## config.mk

```make
export PLATFORM = sky130hd
export DESIGN_NAME = irq_daisy_acceptor
export DESIGN_NICKNAME = d
export VERILOG_FILES = /design/src/rtl/irq_accept_pkg.sv /design/src/rtl/irq_accept_dp.sv /design/src/rtl/irq_accept_ctrl.sv /design/src/rtl/irq_daisy_acceptor.sv
export SDC_FILE = /design/constraint.sdc
export NUM_CORES = 1
export LEC_CHECK = 0
export ABC_AREA = 1
export CAP_MARGIN = 10
export CORE_MARGIN = 1
export CORE_UTILIZATION = 42
export CTS_CLUSTER_DIAMETER = 100
export CTS_CLUSTER_SIZE = 24
export DETAILED_ROUTE_END_ITERATION = 12
export PLACE_DENSITY = 0.82
export SYNTH_ARGS = -nofsm -noshare
export SYNTH_HDL_FRONTEND = slang
export SYNTH_SLANG_ARGS = --single-unit
```

## constraint.sdc

```tcl
create_clock -name clk -period 2.27 [get_ports clk]
set_input_delay 0.3405 -clock clk [delete_from_list [all_inputs] [get_ports clk]]
set_output_delay 0.3405 -clock clk [all_outputs]
set_load 0.005 [all_outputs]
```

## src/rtl/irq_accept_pkg.sv

```systemverilog
package irq_accept_pkg;

  // Strobes sent from control to the datapath.
  typedef struct packed {
    logic accept;
  } ctrlStrobe_t;

endpackage

```

## src/rtl/irq_accept_dp.sv

```systemverilog
module irq_accept_dp
  import irq_accept_pkg::*;
#(
  parameter int NUM_SRC = 5,
  parameter int VEC_W = 12,
  parameter int PIN_IDX = 1,
  parameter logic [VEC_W-1:0] VEC_BASE = 12'h040,
  parameter logic [VEC_W-1:0] VEC_STEP = 12'h008
) (
  input  logic               clk,
  input  logic               rstN,
  input  logic [NUM_SRC-1:0] periphReq,
  input  logic               pinLevel,
  input  logic               permitWe,
  input  logic [NUM_SRC-1:0] permitData,
  input  ctrlStrobe_t        strobe,
  output logic               anyReq,
  output logic [NUM_SRC-1:0] reqPending,
  output logic               acceptStb,
  output logic [VEC_W-1:0]   vectorOut,
  output logic [NUM_SRC-1:0] grantOh
);

  logic               pinPrev;
  logic               pinRise;
  logic [NUM_SRC-1:0] setEv;
  logic [NUM_SRC-1:0] reqFlag;
  logic [NUM_SRC-1:0] permitQ;
  logic [NUM_SRC-1:0] eligible;
  logic [NUM_SRC-1:0] ackChain;
  logic [NUM_SRC-1:0] grantNow;
  logic [VEC_W-1:0]   vecNext;

  assign pinRise = pinLevel & ~pinPrev;

  // Per-source request events; the pin source also sees the pin edge.
  for (genvar i = 0; i < NUM_SRC; i++) begin : gSet
    if (i == PIN_IDX) begin : gPin
      assign setEv[i] = periphReq[i] | pinRise;
    end else begin : gPlain
      assign setEv[i] = periphReq[i];
    end
  end

  assign eligible = reqFlag & permitQ;
  assign anyReq   = |eligible;

  // Acknowledge chain: index 0 sees the token first.
  assign ackChain[0] = strobe.accept;
  for (genvar i = 0; i < NUM_SRC; i++) begin : gChain
    assign grantNow[i] = ackChain[i] & eligible[i];
    if (i < NUM_SRC - 1) begin : gPass
      assign ackChain[i+1] = ackChain[i] & ~eligible[i];
    end
  end

  always_comb begin
    vecNext = '0;
    for (int i = 0; i < NUM_SRC; i++) begin
      if (grantNow[i]) vecNext = vecNext | (VEC_BASE + VEC_W'(i) * VEC_STEP);
    end
  end

  always_ff @(posedge clk) begin
    if (!rstN) begin
      pinPrev   <= 1'b0;
      reqFlag   <= '0;
      permitQ   <= '0;
      acceptStb <= 1'b0;
      grantOh   <= '0;
      vectorOut <= '0;
    end else begin
      pinPrev   <= pinLevel;
      // A new event wins over the clear from acceptance.
      reqFlag   <= setEv | (reqFlag & ~grantNow);
      if (permitWe) permitQ <= permitData;
      acceptStb <= strobe.accept;
      grantOh   <= grantNow;
      if (strobe.accept) vectorOut <= vecNext;
    end
  end

  assign reqPending = reqFlag;

  // at most one winner
  a_r5_onehot_grant: assert property (@(posedge clk) disable iff (!rstN)
    $onehot0(grantOh));

  // the winner was permitted and pending at the accepting edge
  a_r3_winner_eligible: assert property (@(posedge clk) disable iff (!rstN)
    acceptStb |-> ((grantOh & ~($past(permitQ) & $past(reqFlag))) == '0));

  // a flag that is not granted stays set
  for (genvar i = 0; i < NUM_SRC; i++) begin : gKeep
    a_r9_pending_kept: assert property (@(posedge clk) disable iff (!rstN)
      (reqFlag[i] && !grantNow[i]) |=> reqFlag[i]);
  end

endmodule

```

## src/rtl/irq_accept_ctrl.sv

```systemverilog
module irq_accept_ctrl
  import irq_accept_pkg::*;
(
  input  logic        clk,
  input  logic        rstN,
  input  logic        eiCmd,
  input  logic        diCmd,
  input  logic        anyReq,
  output ctrlStrobe_t strobe,
  output logic        intEnable
);

  logic enQ;

  always_comb begin
    strobe        = '0;
    strobe.accept = enQ & anyReq;
  end

  always_ff @(posedge clk) begin
    if (!rstN) begin
      enQ <= 1'b0;
    end else if (strobe.accept || diCmd) begin
      enQ <= 1'b0;
    end else if (eiCmd) begin
      enQ <= 1'b1;
    end
  end

  assign intEnable = enQ;

  // an enable command alone (no disable, no acceptance) turns the enable on
  a_r4_ei_sets: assert property (@(posedge clk) disable iff (!rstN)
    (eiCmd && !diCmd && !anyReq) |=> enQ);

endmodule

```

## src/rtl/irq_daisy_acceptor.sv

```systemverilog
module irq_daisy_acceptor
  import irq_accept_pkg::*;
#(
  parameter int NUM_SRC = 5,
  parameter int VEC_W = 12,
  parameter int PIN_IDX = 1,
  parameter logic [VEC_W-1:0] VEC_BASE = 12'h040,
  parameter logic [VEC_W-1:0] VEC_STEP = 12'h008
) (
  input  logic               clk,
  input  logic               rstN,
  input  logic [NUM_SRC-1:0] periphReq,
  input  logic               pinLevel,
  input  logic               permitWe,
  input  logic [NUM_SRC-1:0] permitData,
  input  logic               eiCmd,
  input  logic               diCmd,
  output logic               acceptStb,
  output logic [VEC_W-1:0]   vectorOut,
  output logic [NUM_SRC-1:0] grantOh,
  output logic [NUM_SRC-1:0] reqPending,
  output logic               intEnable
);

  ctrlStrobe_t strobe;
  logic        anyReq;

  irq_accept_ctrl i_ctrl (
    .clk       (clk),
    .rstN      (rstN),
    .eiCmd     (eiCmd),
    .diCmd     (diCmd),
    .anyReq    (anyReq),
    .strobe    (strobe),
    .intEnable (intEnable)
  );

  irq_accept_dp #(
    .NUM_SRC  (NUM_SRC),
    .VEC_W    (VEC_W),
    .PIN_IDX  (PIN_IDX),
    .VEC_BASE (VEC_BASE),
    .VEC_STEP (VEC_STEP)
  ) i_dp (
    .clk        (clk),
    .rstN       (rstN),
    .periphReq  (periphReq),
    .pinLevel   (pinLevel),
    .permitWe   (permitWe),
    .permitData (permitData),
    .strobe     (strobe),
    .anyReq     (anyReq),
    .reqPending (reqPending),
    .acceptStb  (acceptStb),
    .vectorOut  (vectorOut),
    .grantOh    (grantOh)
  );

  // enable reads 0 whenever the strobe is shown
  a_r8_enable_cleared: assert property (@(posedge clk) disable iff (!rstN)
    acceptStb |-> !intEnable);

  // strobe lasts one cycle
  a_r7_single_strobe: assert property (@(posedge clk) disable iff (!rstN)
    acceptStb |=> !acceptStb);

  // a disable command blocks any strobe two edges later
  a_r4_di_blocks: assert property (@(posedge clk) disable iff (!rstN)
    diCmd |=> ##1 !acceptStb);

endmodule

```

==> results of run 1 <==
==> layer usage <==
| metal | global-route usage [%] | vias to the layer above | wire [um] |
|---|---|---|---|
| li1 | - | 372 | - |
| met1 | 19.0 | 339 | 731 |
| met2 | 31.4 | 25 | 889 |
| met3 | 2.31 | 5 | 62 |
| met4 | 8.57 | 0 | 37 |
| met5 | 0 | - | 0 |
==> power by group through the flow <==
stage	clock [mW]	sequential, mW	combinational, mW
floorplan	0	0.422	0.0547
global placement	0	0.425	0.0910
detailed placement	0	0.425	0.0935
CTS	0.213	0.417	0.0943
global route	0.223	0.420	0.104
finish	0.213	0.417	0.0939
==> placed cells by master, fill, tap and decap left out <==
| cell type | instances |
|---|---|
| nand2_2 | 3 |
| a21oi_1 | 7 |
| clkdlybuf4s50_1 | 31 |
| clkbuf_4 | 3 |
| nor2_2 | 1 |
| nand4_1 | 4 |
| a21oi_2 | 1 |
| inv_2 | 2 |
| nor2_1 | 20 |
| inv_1 | 8 |
| nand3_1 | 2 |
| conb_1 | 8 |
| nand2_1 | 13 |
| clkbuf_8 | 1 |
| dfxtp_1 | 22 |
| nor3_2 | 1 |
| a31oi_1 | 1 |
| nand2_4 | 1 |
| o21ai_0 | 6 |
==> cell families (layout without fill, tap and decap cells) <==
family | Yosys count | after routing
other cells | 1 | 8
flops | 22 | 22
compound gates | 15 | 15
buf+inv | 21 | 45
simple gates | 45 | 45
==> stage by stage <==
step / hold slack, ns / area (sq um) / power (mW) / std cells
after floorplan: 0.410 / 875 / 0.477 / 111
after global placement: 0.452 / 1130 / 0.516 / 156
after detailed placement: 0.447 / 1130 / 0.519 / 156
after CTS: 0.474 / 1170 / 0.724 / 160
after global routing: 0.489 / 1170 / 0.747 / 160
final: 0.475 / 1170 / 0.723 / 160
==> path summary, 6_finish.rpt <==
path                                   startpoint                 end  depth (start not counted)
worst max-delay path             i_ctrl.intEnable           intEnable                          1
worst min register to register  i_dp.vectorOut[6]   i_dp.vectorOut[6]                          2
worst min-delay path            i_dp.vectorOut[6]   i_dp.vectorOut[6]                          2
worst max register to register   i_ctrl.intEnable  i_dp.reqPending[3]                          3
==> flip-flops by register name, summed over array words and instances, names as in the netlist <==
name,cells
i_dp.acceptStb,1
i_dp.reqPending,5
i_ctrl.intEnable,1
i_dp.grantOh,5
i_dp.pinPrev,1
i_dp.permitQ,5
i_dp.vectorOut,4
==> cell type report <==
| cell class | count | area, sq um | share of cell area [%] |
|---|---|---|---|
| well taps | 25 | 31.3 | 2.67 |
| flip-flops and latches | 22 | 440 | 37.6 |
| inverters | 10 | 37.5 | 3.21 |
| clock buffers | 4 | 36.3 | 3.10 |
| repair buffers | 31 | 310 | 26.5 |
| multi-input cells | 68 | 315 | 26.9 |
==> results.rst, run 1 <==
.. list-table::
   :header-rows: 1

   * - Metric
     - Value
   * - Post-synth EDFFs
     - 0
   * - Number of antenna violations at the first check in global routing
     - 0
   * - Arrival time at the worst endpoint
     - 1.45 ns
   * - Net switching power of the design
     - 0.170 mW
   * - DRC marker count from the first detailed-route iteration
     - 11
   * - Starting Density
     - 47.1%
   * - Synthesized netlist cell count
     - 104
   * - Category of cells accounting for the largest share of critical-path delay
     - buffers and inverters
   * - Port Buffers
     - 31
   * - CTS sink count
     - 22
   * - Avg Inst Size Synth
     - 8.16 sq um
   * - Ranking of synthesized cells by instance count
     - dfxtp_1 (22), nor2_1 (20), nand2_1 (13)
   * - Total number of vias
     - 741
   * - Clk Tree Root Cell
     - clkbuf_4
   * - Total Nets Final
     - 152
   * - Most used flip-flop cell after synthesis
     - dfxtp_1
   * - Minimum clock period after layout
     - 1.79 ns
   * - Clk_skew
     - 0.0110 ns
   * - Largest net degree at the start of global routing
     - 16
   * - Leakage power of the design
     - 0.519 nW
   * - Maximum fanout encountered on the critical timing path
     - 9
   * - Placeable core area
     - 1800 sq um
   * - Leading cell types by total area after synthesis
     - dfxtp_1 (52%), nor2_1 (8.8%), buf_4 (7.1%), nand2_1 (5.8%), a21oi_1 (4.1%)
   * - Cell Rows
     - 15
   * - Cell Chain, Critical Path
     - clkdlybuf4s50_1
   * - Worst skew pair latency
     - 0.31 ns
   * - Ratio of final minimum period to clock period
     - 78.7%
   * - Clock buffers created by TritonCTS
     - 3
   * - Fraction of the mapped netlist area in adder cells
     - 0%
   * - Routed vias/inst
     - 4.63
   * - Combinational group share of total power
     - 13.0%
   * - Total power per unit cell area
     - 618 nW/um^2
   * - Dominant cell by count in the synthesized netlist
     - dfxtp_1
   * - Post-synth top area cell
     - dfxtp_1
   * - Synthesis warning total
     - 0
   * - Antenna cell count
     - 0
   * - Longest individual stage delay on the worst path
     - 0.57 ns
   * - Aggregate global routing overflow
     - 0
   * - Share of synthesized area occupied by flip-flops and latches
     - 51.9%
   * - Global-route usage over all layers
     - 17.1%
   * - Max-slew violation total from the final report
     - 0
   * - Data required time of the critical path
     - 1.93 ns
   * - Result of the run
     - finished, final reports clean
   * - Number of remaining DRC errors
     - 0
   * - Worst-case setup slack after placement
     - 0.694 ns
   * - Setup violation total in the final timing report
     - 0
   * - Internal Power
     - 0.554 mW
   * - Multiplexer area fraction after synthesis
     - 0%
   * - Longest Clk Path Bufs
     - 2
   * - Chip height
     - 46.9 um
   * - Synth-to-Final Area Change
     - 38.1%
   * - Largest family of logic cells by synthesized area
     - simple AND/OR/NAND/NOR gates
   * - Buffer and inverter count on the worst path
     - 1
   * - Global-route wire length before repair
     - 2630 um
   * - Simple-gate portion of the synthesized area
     - 24.2%
   * - Clock tree from TritonCTS
     - built
   * - Sw Ratio
     - 23.5%
   * - Final core occ
     - 65.0%
   * - GPL Wtd Cong
     - 0.741
   * - Type of the setup path with the least slack
     - flop to output port
   * - Count of unique library cells instantiated by Yosys
     - 20
   * - Fraction of layout cells with a size suffix above 1
     - 9.63%
   * - FILL cells
     - 163
   * - Count of maximum capacitance violations
     - 0
   * - Sort of element at the start of the critical path
     - flop
   * - Register clock-pin slew on the reported worst setup and hold paths
     - 0.12 ns
   * - Largest voltage drop on the vdd net
     - 0.000365 V
   * - Register bit count reported by yosys
     - 22
   * - Netlist area before placement
     - 848 sq um
   * - Clk network pwr share
     - 29.4%
   * - Sequential share of power
     - 57.6%
   * - Die footprint
     - 2200 sq um
   * - Cells resized by post-CTS repair
     - 0
   * - Worst hold path type
     - flop to flop
   * - H-tree level count
     - 1
   * - Routed wirelength normalized by instance count
     - 10.8 um
   * - Final routed wirelength across all metal layers
     - 1720 um
   * - Number of global-route vias before repair
     - 630
   * - Slowest stage cell, crit path
     - clkdlybuf4s50_1
   * - Hold-fix buffer count after cts
     - 0
   * - Share of the synthesized netlist area taken by xor and xnor gates
     - 0%
   * - Final Hold Violating Endpoints
     - 0
   * - Crit path capture type
     - output port
   * - Fraction of post-synthesis cell area in the top cell type by area
     - 51.9%
   * - Worst setup margin
     - 0.483 ns
   * - Setup TNS after final layout
     - 0 ns
   * - IO Count
     - 40
   * - Post-CTS setup repair buffer count
     - 0
   * - Post-synth ARST share
     - 0%
   * - DP HPWL
     - 1340 um
   * - Setup repair after global routing missed its margin
     - false
   * - Detailed Routing Iterations Pass 1
     - 4
   * - Maximum frequency from static timing analysis
     - 0.560 GHz
   * - Compound-gate portion of the synthesized area
     - 9.44%
   * - Reg2reg setup slack
     - 1.09 ns
   * - Die outline width
     - 46.9 um
   * - Post-DRT Antenna Nets
     - 0
(Power assumes the default switching activity.)
==> run 2, diff against run 1 <==
--- a/config.mk
+++ b/config.mk
@@ -8,11 +8,11 @@
 export ABC_AREA = 1
 export CAP_MARGIN = 10
 export CORE_MARGIN = 1
-export CORE_UTILIZATION = 42
+export CORE_UTILIZATION = 35
 export CTS_CLUSTER_DIAMETER = 100
 export CTS_CLUSTER_SIZE = 24
 export DETAILED_ROUTE_END_ITERATION = 12
-export PLACE_DENSITY = 0.82
+export PLACE_DENSITY = 0.73
 export SYNTH_ARGS = -nofsm -noshare
 export SYNTH_HDL_FRONTEND = slang
 export SYNTH_SLANG_ARGS = --single-unit
==> constraint.sdc (replaced) <==
create_clock -name clk -period 1.5 [get_ports clk]
set_input_delay 0.225 -clock clk [delete_from_list [all_inputs] [get_ports clk]]
set_output_delay 0.225 -clock clk [all_outputs]
set_load 0.005 [all_outputs]
==> results.rst, run 2 (same netlist as run 1, synthesis figures left out) <==
.. list-table::
   :header-rows: 1

   * - Metric
     - Value
   * - Most common cell after layout, fill and taps aside
     - clkdlybuf4s50_1
   * - Non-filler instance count after layout
     - 166 (+3.8%)
   * - Buffer and inverter count on the worst path
     - 1 (unchanged)
   * - Global-route usage over all layers
     - 14.5% (-2.6 points)
   * - Die footprint
     - 2620 sq um (+19%)
   * - Slowest stage cell, crit path
     - clkdlybuf4s50_1
   * - Routed vias/inst
     - 4.39 (-5.2%)
   * - H-tree level count
     - 1 (unchanged)
   * - Final Hold Violating Endpoints
     - 0 (unchanged)
   * - Global-route wire length before repair
     - 2860 um (+8.7%)
   * - Crit path capture type
     - output port
   * - Worst Reg-to-Reg Cells
     - 7 (+4)
   * - FILL cells
     - 234 (+44%)
   * - Count of placed standard cells including taps
     - 163 (+4.5%)
   * - Chip height
     - 51.2 um (+9.1%)
   * - Cell depth of the worst hold path
     - 2 (unchanged)
   * - DP HPWL
     - 1360 um (+1.9%)
   * - Antenna cell count
     - 0 (unchanged)
   * - Type of the setup path with the least slack
     - flop to output port
   * - Fraction of layout cells with a size suffix above 1
     - 11.6% (+2.0 points)
   * - Post-DRT Antenna Nets
     - 0 (unchanged)
   * - Longest individual stage delay on the worst path
     - 0.53 ns (-0.04 ns)
   * - Sort of element at the start of the critical path
     - flop
   * - Count of maximum capacitance violations
     - 0 (unchanged)
   * - Largest net degree at the start of global routing
     - 12 (-4)
   * - Largest voltage drop on the vdd net
     - 0.000389 V (+6.6%)
   * - Synth-to-Final Area Change
     - 40.4%
   * - Worst hold path type
     - flop to flop
   * - Cells resized by post-CTS repair
     - 0 (unchanged)
   * - Final routed wirelength across all metal layers
     - 1670 um (-2.9%)
   * - Number of antenna violations at the first check in global routing
     - 0 (unchanged)
   * - Reg2reg setup slack
     - 0.43 ns (-0.66 ns)
   * - Minimum clock period after layout
     - 1.44 ns
   * - Placeable core area
     - 2250 sq um (+25%)
   * - Clock tree from TritonCTS
     - built
   * - Setup violation total in the final timing report
     - 0 (unchanged)
   * - Die outline width
     - 51.2 um (+9.1%)
   * - Routed wirelength normalized by instance count
     - 10.1 um (-6.4%)
   * - Setup repair after global routing missed its margin
     - false
   * - Maximum frequency from static timing analysis
     - 0.694 GHz
   * - Aggregate global routing overflow
     - 0 (unchanged)
   * - Result of the run
     - finished, final reports clean
   * - Detailed Routing Iterations Pass 1
     - 4 (unchanged)
   * - Total power per unit cell area
     - 862 nW/um^2 (+40%)
   * - Number of global-route vias before repair
     - 701 (+11%)
   * - Cell Chain, Critical Path
     - clkdlybuf4s50_1
   * - Category of cells accounting for the largest share of critical-path delay
     - buffers and inverters
   * - Data required time of the critical path
     - 1.27 ns (-0.66 ns)
   * - Post-CTS setup repair buffer count
     - 0 (unchanged)
   * - Setup TNS after final layout
     - 0 ns (unchanged)
   * - Worst min-delay path endpoint
     - i_dp.vectorOut[4]
   * - Critical register-to-register path startpoint
     - i_dp.reqPending[2]
   * - Number of remaining DRC errors
     - 0 (unchanged)
   * - Total number of vias
     - 729 (-1.6%)
   * - Register clock-pin slew on the reported worst setup and hold paths
     - 0.10 ns (-0.02 ns)
   * - Commonest cells after routing, fill and taps aside
     - clkdlybuf4s50_1 (31), dfxtp_1 (22), nor2_1 (20), nand2_1 (13)
   * - Placed cell areas
     - 1170 sq um (+3.0%)
   * - Ratio of final minimum period to clock period
     - 96.1%
   * - Non-Filler Cell Area, Final
     - 1190 sq um (+1.7%)
   * - Port Buffers
     - 31 (unchanged)
   * - Hold-fix buffer count after cts
     - 0 (unchanged)
   * - Clock buffers created by TritonCTS
     - 3 (unchanged)
   * - Minimum hold slack
     - 0.480 ns (+0.00483 ns)
   * - Clk Tree Root Cell
     - clkbuf_4
   * - Endpoint of the lowest-slack register-to-register path
     - i_dp.reqPending[2]
   * - Longest Clk Path Bufs
     - 2 (unchanged)
   * - Starting Density
     - 37.6% (-9.5 points)
   * - IO Count
     - 40 (unchanged)
   * - Max-slew violation total from the final report
     - 0 (unchanged)
   * - Worst skew pair latency
     - 0.29 ns (-0.02 ns)
   * - CTS sink count
     - 22 (unchanged)
   * - Total Nets Final
     - 156 (+2.6%)
   * - Leakage power of the design
     - 0.531 nW (+2.4%)
   * - Hold Startpoint
     - i_dp.vectorOut[4]
   * - Maximum fanout encountered on the critical timing path
     - 4 (-5)
   * - DRC marker count from the first detailed-route iteration
     - 11 (unchanged)
   * - Clk_skew
     - 0.00310 ns (-0.00789 ns)
   * - GPL Wtd Cong
     - 0.830 (+12%)
   * - Arrival time at the worst endpoint
     - 1.22 ns (-0.23 ns)
   * - Cell Rows
     - 17 (+2)
==> run 2: changes by cell type in the layout (fill, tap and decap cells not counted) <==
cell | before | now
clkbuf_8 | 1 | 0
buf_4 | 0 | 4
==> run 2: per-layer routing <==
metal  GRT usage, %  part of all wire (%)
met5              0                     0
met4           5.41                  0.78
met3           2.68                   5.5
met2           25.2                    50
met1           17.5                    43
==> run 2: worst max path at each step <==
stage                                   from                  to  slack (ns)  depth (start not counted)
after floorplan           i_dp.reqPending[0]  i_dp.reqPending[2]        0.54                          7
after global placement                  rstN   i_dp.vectorOut[6]        0.36                          4
final                     i_dp.reqPending[0]       reqPending[0]        0.06                          1
after CTS                 i_dp.reqPending[0]       reqPending[0]        0.05                          1
after detailed placement            permitWe     i_dp.permitQ[0]        0.31                          4
after global routing      i_dp.reqPending[0]       reqPending[0]       0.004                          1
==> run 2: cell type report <==
class | count | area [sq um] | area share, %
Clock buffer | 3 | 22.5 | 1.89
Inverter | 10 | 37.5 | 3.15
Multi-Input combinational cell | 68 | 315 | 26.5
Sequential cell | 22 | 440 | 37.0
Tap cell | 28 | 35.0 | 2.94
Timing Repair Buffer | 35 | 340 | 28.6
==> run 2: metrics by stage <==
stage / total power [mW] / util, % / setup slack [ns]
final: 1.03 / 52.8 / 0.0587
after global routing: 1.09 / 52.8 / 0.00442
after CTS: 1.04 / 52.8 / 0.0530
after detailed placement: 0.795 / 51.8 / 0.306
after global placement: 0.789 / 51.8 / 0.356
after floorplan: 0.721 / - / 0.539
==> run 2: power breakdown <==
part / internal (mW) / total [mW] / leakage [nW] / switching, mW
Sequential: 0.610 / 0.628 / 0.181 / 0.0180
Combinational: 0.0865 / 0.153 / 0.337 / 0.0670
Clock: 0.0934 / 0.246 / 0.0138 / 0.152
==> run 3, diff against run 2 <==
--- a/config.mk
+++ b/config.mk
@@ -15,4 +15,5 @@
 export PLACE_DENSITY = 0.73
 export SYNTH_ARGS = -nofsm -noshare
 export SYNTH_HDL_FRONTEND = slang
+export SYNTH_HIERARCHICAL = 1
 export SYNTH_SLANG_ARGS = --single-unit
==> results.rst, run 3 <==
.. list-table::
   :header-rows: 1

   * - Metric
     - Value
   * - Result of the run
     - finished, final reports clean
   * - Placeable core area
     - 2250 sq um (unchanged)
   * - Storage element area
     - 443 sq um (+0.57%)
   * - Longest individual stage delay on the worst path
     - 0.51 ns (-0.02 ns)
   * - Most used flip-flop cell after synthesis
     - dfxtp_1
   * - Final Hold Violating Endpoints
     - 0 (unchanged)
   * - DRC marker count from the first detailed-route iteration
     - 14 (+3)
   * - Post-DRT Antenna Nets
     - 0 (unchanged)
   * - Ranking of synthesized cells by instance count
     - dfxtp_1 (22), nand2_1 (19), nor2_1 (17)
   * - Routed wirelength normalized by instance count
     - 9.39 um (-6.7%)
   * - Number of global-route vias before repair
     - 655 (-6.6%)
   * - Count of maximum capacitance violations
     - 0 (unchanged)
   * - Most common cell after layout, fill and taps aside
     - clkdlybuf4s50_1
   * - GPL Wtd Cong
     - 0.799 (-3.7%)
   * - Setup TNS after final layout
     - 0 ns (unchanged)
   * - Chip height
     - 51.6 um (+0.63%)
   * - Die outline width
     - 51.6 um (+0.63%)
   * - Port Buffers
     - 31 (unchanged)
   * - Clk network pwr share
     - 29.7% (+5.8 points)
   * - Detailed Routing Iterations Pass 1
     - 4 (unchanged)
   * - Total power per unit cell area
     - 895 nW/um^2 (+3.8%)
   * - DP HPWL
     - 1240 um (-9.2%)
   * - Clock tree from TritonCTS
     - built
   * - Global-route wire length before repair
     - 2540 um (-11%)
   * - Sw Ratio
     - 23.2% (+0.071 points)
   * - Data required time of the critical path
     - 1.27 ns (about the same)
   * - Endpoint of the lowest-slack register-to-register path
     - i_dp/reqPending[2]
   * - Number of antenna violations at the first check in global routing
     - 0 (unchanged)
   * - Synth-to-Final Area Change
     - 41.8%
   * - Sequential share of power
     - 57.3% (-3.8 points)
   * - Hold Startpoint
     - periphReq[3]
   * - Global-route usage over all layers
     - 13.1% (-1.4 points)
   * - Worst min-delay path endpoint
     - i_dp/reqPending[3]
   * - IO Count
     - 40 (unchanged)
   * - Total number of vias
     - 743 (+1.9%)
   * - Die footprint
     - 2660 sq um (+1.3%)
   * - Antenna cell count
     - 0 (unchanged)
   * - Ratio of final minimum period to clock period
     - 95.0% (-1.1 points)
   * - H-tree level count
     - 1 (unchanged)
   * - Leading cell types by total area after synthesis
     - dfxtp_1 (51%), nand2_1 (8.3%), nor2_1 (7.4%), buf_4 (7.0%), inv_1 (6.6%)
   * - Share of synthesized area occupied by flip-flops and latches
     - 51.2% (-0.68 points)
   * - Clock buffers created by TritonCTS
     - 3 (unchanged)
   * - Area used by multi-input combinational logic
     - 315 sq um (unchanged)
   * - FILL cells
     - 232 (-0.85%)
   * - Register clock-pin slew on the reported worst setup and hold paths
     - 0.12 ns (+0.02 ns)
   * - Avg Inst Size Synth
     - 7.81 sq um (-4.2%)
   * - Internal Power
     - 0.838 mW (+6.1%)
   * - Total Nets Final
     - 162 (+3.8%)
   * - Arrival time at the worst endpoint
     - 1.20 ns (-0.02 ns)
   * - Commonest cells after routing, fill and taps aside
     - clkdlybuf4s50_1 (31), dfxtp_1 (20), nor2_1 (17), nand2_1 (17), inv_1 (14)
   * - Maximum frequency from static timing analysis
     - 0.702 GHz (+1.1%)
   * - Fraction of post-synthesis cell area in the top cell type by area
     - 51.2% (-0.68 points)
   * - Category of cells accounting for the largest share of critical-path delay
     - buffers and inverters
   * - CTS sink count
     - 22 (unchanged)
   * - Largest net degree at the start of global routing
     - 13 (+1)
   * - Max-slew violation total from the final report
     - 0 (unchanged)
   * - Minimum clock period after layout
     - 1.43 ns (-0.0162 ns)
   * - Buffer and inverter count on the worst path
     - 1 (unchanged)
   * - Worst skew pair latency
     - 0.31 ns (+0.02 ns)
   * - Sort of element at the start of the critical path
     - flop
   * - Netlist area before placement
     - 860 sq um (+1.3%)
   * - Count of unique library cells instantiated by Yosys
     - 16 (-20%)
   * - Register bit count reported by yosys
     - 22 (unchanged)
   * - Fraction of layout cells with a size suffix above 1
     - 13.1% (+1.5 points)
   * - Maximum fanout encountered on the critical timing path
     - 3 (-1)
   * - Aggregate global routing overflow
     - 0 (unchanged)
   * - Combinational group share of total power
     - 13.0% (-1.9 points)
   * - Cell depth of the worst hold path
     - 3 (+1)
   * - Net switching power of the design
     - 0.253 mW (+6.5%)
   * - Worst Reg-to-Reg Cells
     - 11 (+4)
   * - Synthesized netlist cell count
     - 110 (+5.8%)
   * - Dominant cell by count in the synthesized netlist
     - dfxtp_1
   * - Final core occ
     - 54.1% (+1.2 points)
   * - Largest voltage drop on the vdd net
     - 0.000522 V (+34%)
   * - Clk_skew
     - 0.00703 ns (+0.00393 ns)
   * - Starting Density
     - 38.1% (+0.50 points)
   * - Synthesis warning total
     - 6 (+6)
   * - Cell Chain, Critical Path
     - clkdlybuf4s50_1
   * - Worst hold path type
     - input pin to flop
   * - Post-synth top area cell
     - dfxtp_1
   * - Setup violation total in the final timing report
     - 0 (unchanged)
   * - Post-synth ARST share
     - 0% (unchanged)
   * - Slowest stage cell, crit path
     - clkdlybuf4s50_1
   * - Leakage power of the design
     - 0.551 nW (+3.6%)
   * - Clk Tree Root Cell
     - clkbuf_4
   * - Type of the setup path with the least slack
     - flop to output port
   * - Post-synth EDFFs
     - 0 (unchanged)
   * - Cell Rows
     - 17 (unchanged)
   * - Minimum hold slack
     - 0.442 ns (-0.0379 ns)
   * - Hold-fix buffer count after cts
     - 0 (unchanged)
   * - Crit path capture type
     - output port
   * - Number of remaining DRC errors
     - 0 (unchanged)
   * - Critical register-to-register path startpoint
     - i_dp/reqPending[2]
   * - Final routed wirelength across all metal layers
     - 1630 um (-2.8%)
   * - Setup repair after global routing missed its margin
     - false
   * - Routed vias/inst
     - 4.29 (-2.2%)
   * - Overall power
     - 1.09 mW (+6.2%)
   * - Longest Clk Path Bufs
     - 2 (unchanged)
   * - Reg2reg setup slack
     - 0.13 ns (-0.30 ns)
-- run 3: power groups by stage --
| stage | registers [mW] | logic, mW | clock network, mW |
|---|---|---|---|
| 2_1_floorplan | 0.635 | 0.0742 | 0 |
| 3_3_place_gp | 0.636 | 0.135 | 0 |
| 3_5_place_dp | 0.637 | 0.136 | 0 |
| 4_1_cts | 0.624 | 0.137 | 0.331 |
| 5_1_grt | 0.628 | 0.157 | 0.360 |
| 6_report | 0.625 | 0.142 | 0.324 |
-- run 3: layout make-up --
| cell class | instances | share of cell area, % |
|---|---|---|
| sequential | 22 | 36.3 |
| timing repair buffer | 33 | 26.7 |
| multi-input combinational | 69 | 25.9 |
| inverter | 17 | 5.24 |
| clock buffer | 4 | 2.98 |
| tap | 28 | 2.87 |
-- run 3: layer usage --
layer  global-route usage, %  wire, um
met3                    4.39       148
met5                       0         0
met1                    15.3       740
met2                    20.6       715
met4                    7.66        21
-- run 3: timing repair --
item / in CTS / in global routing
setup buffers: 0 / 2
gates resized for setup: 0 / 5
setup endpoints to repair: 0 / 9
-- run 3: worst max path at each step --
| stage | startpoint | to | cells past startpoint |
|---|---|---|---|
| finish | i_dp/reqPending[4] | reqPending[4] | 1 |
| detailed placement | i_dp/reqPending[3] | i_dp/reqPending[2] | 11 |
| global route | i_dp/reqPending[3] | i_dp/reqPending[2] | 11 |
| global placement | i_dp/reqPending[3] | i_dp/reqPending[4] | 11 |
| floorplan | i_dp/reqPending[2] | i_dp/reqPending[4] | 11 |
| CTS | i_dp/reqPending[3] | i_dp/reqPending[2] | 11 |
-- run 3: cells by family after synthesis --
kind of cell	Yosys count	share of synthesized area, %
simple gates	42	20.5
buf+inv	26	15.7
flops	22	51.2
compound gates	19	12.1
other cells	1	0.436
-- run 3: per-stage QoR --
step | worst slack (ns) | area, sq um | std cells
floorplan | 0.232 | 886 | 117
global placement | 0.160 | 1160 | 167
detailed placement | 0.0813 | 1160 | 167
CTS | 0.0471 | 1200 | 171
global route | 0.00214 | 1220 | 173
finish | 0.0749 | 1220 | 173
